## config.mk

```make
export PLATFORM = sky130hd
export DESIGN_NAME = valev_counter_bank
export DESIGN_NICKNAME = d
export VERILOG_FILES = /design/src/rtl/valev_pkg.sv /design/src/rtl/valev_access_check.sv /design/src/rtl/valev_counter.sv /design/src/rtl/valev_counter_bank.sv
export SDC_FILE = /design/constraint.sdc
export NUM_CORES = 1
export LEC_CHECK = 0
export CAP_MARGIN = 25
export CORE_MARGIN = 3
export CORE_UTILIZATION = 54
export CTS_BUF_LIST = sky130_fd_sc_hd__clkbuf_4 sky130_fd_sc_hd__clkbuf_8
export CTS_CLUSTER_SIZE = 40
export DETAILED_ROUTE_END_ITERATION = 6
export PLACE_DENSITY_LB_ADDON = 0.25
export SLEW_MARGIN = 0
export SYNTH_ARGS = -nofsm -noshare
export SYNTH_HDL_FRONTEND = slang
export SYNTH_HIERARCHICAL = 1
export SYNTH_SLANG_ARGS = --single-unit
```

## constraint.sdc

```tcl
create_clock -name clk -period 2.9 [get_ports clk]
set_input_delay 0.58 -clock clk [delete_from_list [all_inputs] [get_ports clk]]
set_output_delay 0.58 -clock clk [all_outputs]
set_load 0.03 [all_outputs]
```

## src/rtl/valev_pkg.sv

```systemverilog
package valev_pkg;

   localparam int NUM_CTR = 4;

   typedef enum logic [1:0] {
      EV_RESET = 2'd0,
      EV_IRQ   = 2'd1,
      EV_FIQ   = 2'd2,
      EV_DEBUG = 2'd3
   } ev_idx_e;

   typedef struct packed {
      logic    hit;
      logic    readable;
      ev_idx_e idx;
   } sel_dec_t;

   function automatic sel_dec_t decode_sel(input logic [2:0] sel);
      sel_dec_t d;
      d = '{hit: 1'b0, readable: 1'b0, idx: EV_RESET};
      unique case (sel)
         3'd1: d = '{hit: 1'b1, readable: 1'b1, idx: EV_RESET};
         3'd2: d = '{hit: 1'b1, readable: 1'b1, idx: EV_IRQ};
         3'd3: d = '{hit: 1'b1, readable: 1'b1, idx: EV_FIQ};
         3'd7: d = '{hit: 1'b1, readable: 1'b0, idx: EV_DEBUG};
         default: d = '{hit: 1'b0, readable: 1'b0, idx: EV_RESET};
      endcase
      return d;
   endfunction

endpackage

```

## src/rtl/valev_access_check.sv

```systemverilog
module valev_access_check
   import valev_pkg::*;
(
   input  logic       acc_valid,
   input  logic       acc_write,
   input  logic [2:0] acc_sel,
   input  logic       acc_priv,
   input  logic       acc_secure,
   input  logic       user_ns_en,
   input  logic       wr_lock,
   output logic       do_load,
   output logic       do_read,
   output logic       is_undef,
   output logic       is_unpred,
   output ev_idx_e    tgt_idx
);

   sel_dec_t dec;
   logic     blocked;
   logic     granted;

   always_comb begin
      dec     = decode_sel(acc_sel);
      tgt_idx = dec.idx;
      if (acc_secure && acc_priv)
         blocked = acc_write && wr_lock;
      else
         blocked = !user_ns_en;
      granted   = acc_valid && dec.hit && !blocked;
      is_undef  = acc_valid && dec.hit && blocked;
      do_load   = granted && acc_write;
      do_read   = granted && !acc_write && dec.readable;
      is_unpred = granted && !acc_write && !dec.readable;
   end

endmodule

```

## src/rtl/valev_counter.sv

```systemverilog
module valev_counter #(
   parameter int W = 32
) (
   input  logic         clk,
   input  logic         rst_n,
   input  logic         run,
   input  logic         load,
   input  logic [W-1:0] load_val,
   output logic [W-1:0] count,
   output logic         wrap_evt
);

   localparam logic [W-1:0] TOP = '1;

   always_ff @(posedge clk or negedge rst_n) begin
      if (!rst_n) begin
         count    <= '0;
         wrap_evt <= 1'b0;
      end else begin
         wrap_evt <= run && !load && (count == TOP);
         if (load)
            count <= load_val;
         else if (run)
            count <= count + 1'b1;
      end
   end

endmodule

```

## src/rtl/valev_counter_bank.sv

```systemverilog
module valev_counter_bank
   import valev_pkg::*;
#(
   parameter int DATA_W = 32,
   parameter int MAIN_W = 32,
   parameter int DBG_W  = 7
) (
   input  logic              clk,
   input  logic              rst_n,
   input  logic              acc_valid,
   input  logic              acc_write,
   input  logic [2:0]        acc_sel,
   input  logic [DATA_W-1:0] acc_wdata,
   input  logic              acc_priv,
   input  logic              acc_secure,
   input  logic              user_ns_en,
   input  logic              wr_lock,
   input  logic [3:0]        run_en,
   output logic [DATA_W-1:0] rsp_rdata,
   output logic              rsp_undef,
   output logic              rsp_unpred,
   output logic [3:0]        evt_pulse
);

   if (MAIN_W < 1 || MAIN_W > DATA_W) begin : g_bad_main
      $error("MAIN_W must lie in 1..DATA_W");
   end
   if (DBG_W < 1 || DBG_W > DATA_W) begin : g_bad_dbg
      $error("DBG_W must lie in 1..DATA_W");
   end

   logic    do_load, do_read, is_undef, is_unpred;
   ev_idx_e tgt_idx;
   logic [NUM_CTR-1:0][DATA_W-1:0] cnt_ext;

   valev_access_check u_check (
      .acc_valid (acc_valid),
      .acc_write (acc_write),
      .acc_sel   (acc_sel),
      .acc_priv  (acc_priv),
      .acc_secure(acc_secure),
      .user_ns_en(user_ns_en),
      .wr_lock   (wr_lock),
      .do_load   (do_load),
      .do_read   (do_read),
      .is_undef  (is_undef),
      .is_unpred (is_unpred),
      .tgt_idx   (tgt_idx)
   );

   for (genvar i = 0; i < NUM_CTR; i++) begin : g_ctr
      localparam int W = (i == int'(EV_DEBUG)) ? DBG_W : MAIN_W;
      logic [W-1:0] cnt_w;

      valev_counter #(.W(W)) u_ctr (
         .clk     (clk),
         .rst_n   (rst_n),
         .run     (run_en[i]),
         .load    (do_load && (tgt_idx == ev_idx_e'(i))),
         .load_val(acc_wdata[W-1:0]),
         .count   (cnt_w),
         .wrap_evt(evt_pulse[i])
      );

      assign cnt_ext[i] = DATA_W'(cnt_w);
   end

   always_ff @(posedge clk or negedge rst_n) begin
      if (!rst_n) begin
         rsp_rdata  <= '0;
         rsp_undef  <= 1'b0;
         rsp_unpred <= 1'b0;
      end else begin
         rsp_rdata  <= do_read ? cnt_ext[tgt_idx] : '0;
         rsp_undef  <= is_undef;
         rsp_unpred <= is_unpred;
      end
   end

endmodule

```

After elaboration in Yosys (flattened, before gate mapping)
Index checks and enable logic that the tools add are counted.

Register bits: 141. Memory bits (read-only): 0. Memory bits (writable): 0. Bits in latches: 0. Memories: 0. Output and inout port bits: 38. Logic and storage cells: 74.

Add/subtract/negate cells: 4. Reductions and logical operators: 34. Div/mod/pow operators: 0. Bitwise gates (word level): 0. Equality and inequality tests: 11. Muxes and demuxes: 13. Magnitude comparators: 1. Shifts and indexed selects: 0. Multiply operators: 0.

Operators by type and width (number): $mux 32 (8); $add 32x1->32 const B (3); $eq 32x32->1 const B (3); $bmux 32 s2 (1); $logic_and 1x1->1 (21); $pmux 4 s4 (1); $mux 7 (2); $logic_not 1->1 (8); $reduce_bool 2->1 (4); $add 7x1->7 const B (1); $eq 7x7->1 const B (1); $eq 3x2->1 const B (2); $eq 2x2->1 const B (2); $eq 3x1->1 const B (1); $eq 3x3->1 const B (1); $lt 2x3->1 const B (1); $eq 2x1->1 const B (1); $logic_not 2->1 (1); $mux 1 (1).

Depth between registers and ports, before layout
Depth after elaboration: 9. Depth in mapped cells: 10. Mapped depth without buffers: 9.

Cells and area by module
Netlist, hierarchy kept.

By module, submodules not included: valev_counter (g_ctr[0].u_ctr ...) (sequential area each 825.8 um^2, instances 3, cells each 230, area an instance 1966.9 um^2); valev_counter_bank (sequential area each 850.8 um^2, instances 1, cells each 178, area an instance 1920.6 um^2); valev_counter (g_ctr[3].u_ctr) (sequential area each 200.2 um^2, instances 1, cells each 43, area an instance 424.2 um^2); valev_access_check (sequential area each 0.0 um^2, instances 1, cells each 15, area an instance 103.8 um^2).

Least setup slack after synthesis
Ideal clock, no wire load.

Path type: input -> register. From: input port acc_sel[1]. To: register g_ctr[0].u_ctr.count[28]. Setup slack: 326 ps. Cell stages on the path: 9. Library setup time: 131 ps. Arrival time: 2443 ps. Cells stage by stage: inv_1 -> maj3_2 -> and4b_1 -> nor3b_1 -> clkbuf_1 -> clkbuf_1 -> nor3b_1 -> nand4_1 -> nand3_1.

Longest elaborated chain between the ends: 7. Elaborated cells on any way between the ends: 12. Those cells by class: eq/ne (4); mux (2); reduce/logical (6).

Ends and longest elaborated chain: start, declared (RTL line valev_counter_bank.sv:12) `input logic [2:0] acc_sel,`; $eq 3x3->1 (tied with other cells) (RTL line valev_pkg.sv:21) `unique case (sel)`; $pmux 4 s4 (*) (RTL line valev_pkg.sv:21); $logic_and 1x1->1 (*) (2 in a row) (RTL line valev_access_check.sv:29) `granted = acc_valid && dec.hit && !blocked;`; $logic_and 1x1->1 (*) (RTL line valev_access_check.sv:31) `do_load = granted && acc_write;`; via do_load (RTL line valev_counter_bank.sv:32) `logic do_load, do_read, is_undef, is_unpred;`; $logic_and 1x1->1 (*) (RTL line valev_counter_bank.sv:59) `.load (do_load && (tgt_idx == ev_idx_e'(i))),`; $mux 32 / $reduce_bool 2->1 (equally long branches); end signal, assigned (RTL line valev_counter.sv:22) `count <= load_val;`; end signal, assigned (RTL line valev_counter.sv:24) `count <= count + 1'b1;`; end, declared (RTL line valev_counter.sv:9) `output logic [W-1:0] count,`.

Mark *: on every way through the listed nets, which the timed path passes. The rest lies on a longest branch. A chain may end at the register's enable or synchronous reset.

Worst setup path in the final report
Ends and elaborated chain as after synthesis.

==> impl_metrics.env <==
export IMPL_slew_headroom=0.4009
export IMPL_start_util=0.5638
export IMPL_cts_buffers=17
export IMPL_htree_num_levels=4
export IMPL_yosysSeqAreaShare=0.4226
export IMPL_cts_resized=0
export IMPL_finalCritPeriodShare=0.8446
export IMPL_wl_per_cell_um=18.97
export IMPL_syn_area_um2=8349
export IMPL_die_area_um2=16990
export IMPL_gr_usage_all_layers=0.2730
export IMPL_clockRootBuffer="clkbuf_8"
export IMPL_route_vias_total=7689
export IMPL_grt_ovfl_total=0
export IMPL_synth_edff_count=0
export IMPL_syn_inst=926
export IMPL_peakVddDrop_v=0.0004729
export IMPL_clock_sinks=141
export IMPL_r2r_setup_slack_ps=540
export IMPL_ys_ff_latch=141
export IMPL_rr_startpoint="g_ctr[1].u_ctr/count[3]$_DFFE_PN0P_"
export IMPL_min_period_ps=2449
export IMPL_drt_iter0_markers=1092
export IMPL_cp_max_fo=22
export IMPL_dr_pass1_iters=6
export IMPL_hold_path_class="input port to async pin"
export IMPL_ys_types=46
export IMPL_yosysWarnings=6
export IMPL_synth_nets=977
export IMPL_synth_area_leaders="dfrtp_1 42%, mux2i_1 5.2%, o21ai_0 4.8%"
export IMPL_crit_path_end_kind="register"
export IMPL_io_buffers=84
export IMPL_skew_ps=12.21
export IMPL_postRouteAntennaNets=0
export IMPL_area_delta_synth_final_pct=18.10
export IMPL_grt_max_degree=78
export IMPL_fp_dieW_um=130.3
export IMPL_core_area_um2=14810
export IMPL_synth_top_cell_area_share=0.4226
export IMPL_cts_path_max_buffers=2
export IMPL_finalHoldViolCount=0
export IMPL_fin_tns_setup_ps=0
export IMPL_dp_hpwl_mm=16.44
export IMPL_critical_path_arrival_ps=2800
export IMPL_finalMaxSlewViolations=0
export IMPL_viasPerCell=6.413
export IMPL_synthFlopType="dfrtp_1"
export IMPL_path_clk_slew_ps=80
export IMPL_startpoint_type="input port"
export IMPL_cts_hold_buf=0
export IMPL_drc_errors=0
export IMPL_grt_pass1_vias=6541
export IMPL_final_layout_size_suffix_gt1_frac=0.07586
export IMPL_power_density_nw_per_um2=649.7
export IMPL_n_antenna_cell=0
export IMPL_r2r_worst_path_cells=4
export IMPL_p_leak_nw=3.645
export IMPL_tightest_slew_ps=890.4
export IMPL_worst_ep_required_time_ps=3250
export IMPL_postCtsSetupBuffers=0
export IMPL_fin_nets=1053
export IMPL_yosysMostFrequentCell="dfrtp_1"
export IMPL_grt_pass1_wl_mm=35.56
export IMPL_yosysTopAreaCell="dfrtp_1"
export IMPL_num_rows=44
export IMPL_rr_endpoint="g_ctr[1].u_ctr/count[26]$_DFFE_PN0P_"
export IMPL_grt_setup_unrepaired="no"
export IMPL_path_class="input port to register"
export IMPL_synth_area_per_cell_um2=9.016
export IMPL_die_y_um=130.3
export IMPL_gp_congestion=0.9398
export IMPL_drv_cap=0
export IMPL_cts_tree="done"
export IMPL_worstSkewPairLatency_ps=470
export IMPL_wl_mm=22.75
export IMPL_ios=85
export IMPL_antenna_found_initial=0
export IMPL_status="completed"
export IMPL_fmax_mhz=408.3
export IMPL_yosys_top_cells_count="141 x dfrtp_1, 92 x nand2_1, 80 x o21ai_0"
export IMPL_synth_async_reset_ratio=1.000
export IMPL_setup_viol=0
export IMPL_timing_hold_ws_ps=45.59
[how the worst max path moves through the flow]
stage	from	end	slack, ps
floorplan	acc_sel[1]	g_ctr[0].u_ctr/count[28]$_DFFE_PN0P_	330
global placement	acc_sel[0]	g_ctr[0].u_ctr/count[28]$_DFFE_PN0P_	80
detailed placement	acc_sel[1]	g_ctr[0].u_ctr/count[28]$_DFFE_PN0P_	10
CTS	acc_sel[1]	g_ctr[0].u_ctr/count[28]$_DFFE_PN0P_	490
global route	acc_sel[1]	g_ctr[0].u_ctr/count[28]$_DFFE_PN0P_	350
finish	acc_sel[1]	g_ctr[0].u_ctr/count[28]$_DFFE_PN0P_	450
[flip-flops by register name, summed over array words and instances (netlist names)]
signal,flops
g_ctr.u_ctr/count,103
rsp_rdata,32
g_ctr.u_ctr/wrap_evt,4
rsp_undef,1
rsp_unpred,1
[cells in the final DEF, fill, tap and decap left out, drive strengths merged, types with 3 or more instances in the layout]
cell type / count
or4: 50
clkinvlp: 7
ha: 4
a22o: 9
o31ai: 36
and2: 26
nand2: 92
o21ai: 83
a21oi: 10
nor3: 12
o22ai: 7
and4: 9
nand4: 47
or2: 3
buf: 31
mux2i: 43
xor2: 25
nand3b: 25
nand3: 59
o211ai: 9
nor4: 6
xnor2: 13
bufinv: 3
clkdlybuf4s50: 83
nor4b: 4
and3: 7
inv: 21
nor2b: 17
a31oi: 40
dfrtp: 141
a221oi: 3
nor3b: 6
clkbuf: 19
nor2: 53
or3: 3
[per-layer routing]
metal,vias to the layer above,routed length [um],track usage
met5,-,0,0
met4,0,455,0.08893
met3,39,2273,0.04339
met2,423,9418,0.3736
met1,3611,10600,0.4375
li1,3616,-,-
[area by class of cell]
cell class | count | area [um^2]
Sequential cell | 141 | 3528
Tap cell | 184 | 230.2
Clock buffer | 19 | 261.5
Multi-Input combinational cell | 708 | 4433
Fill cell | 1155 | 4949
Inverter | 20 | 75.07
Clock inverter | 13 | 165.2
Timing Repair Buffer | 114 | 1167
[per-stage QoR]
| step | power, mW | cell area [um^2] | instances | utilization | setup WS, ps |
|---|---|---|---|---|---|
| floorplan | 4.040 | 8349 | 926 | - | 326.1 |
| global placement | 4.596 | 9434 | 1167 | 0.6370 | 78.32 |
| detailed placement | 4.669 | 9434 | 1167 | 0.6370 | 11.87 |
| CTS | 6.371 | 9861 | 1199 | 0.6659 | 492.4 |
| global route | 6.768 | 9861 | 1199 | 0.6659 | 354.1 |
| finish | 6.407 | 9861 | 1199 | 0.6659 | 450.6 |
[power breakdown]
group	total (mW)	internal, mW	leakage [nW]	switching (mW)
clock network	1.72	0.896	0.193	0.822
logic	1.54	0.718	1.71	0.823
registers	3.15	2.43	1.75	0.723
[critical path, cell delays in order]
cell and delay [ps]:
clkdlybuf4s50_1 490, inv_1 60, maj3_2 310, and4b_1 320, nor3b_2 260, buf_12 190
nor2b_1 80, nor2b_1 120, a221oi_1 240, nand3_1 120
[kinds of logic after synthesis]
kind of cell | Yosys count | share of synthesized area
AO/OA/AOI/OAI | 199 | 0.1461
XOR/XNOR | 38 | 0.03986
adder cells (fa/ha/maj) | 5 | 0.007343
buffers and inverters | 77 | 0.04900
flip-flops | 141 | 0.4226
multiplexers | 43 | 0.05155
AND/OR/NAND/NOR | 423 | 0.2835
No activity file was read; power rests on OpenSTA's default activity.
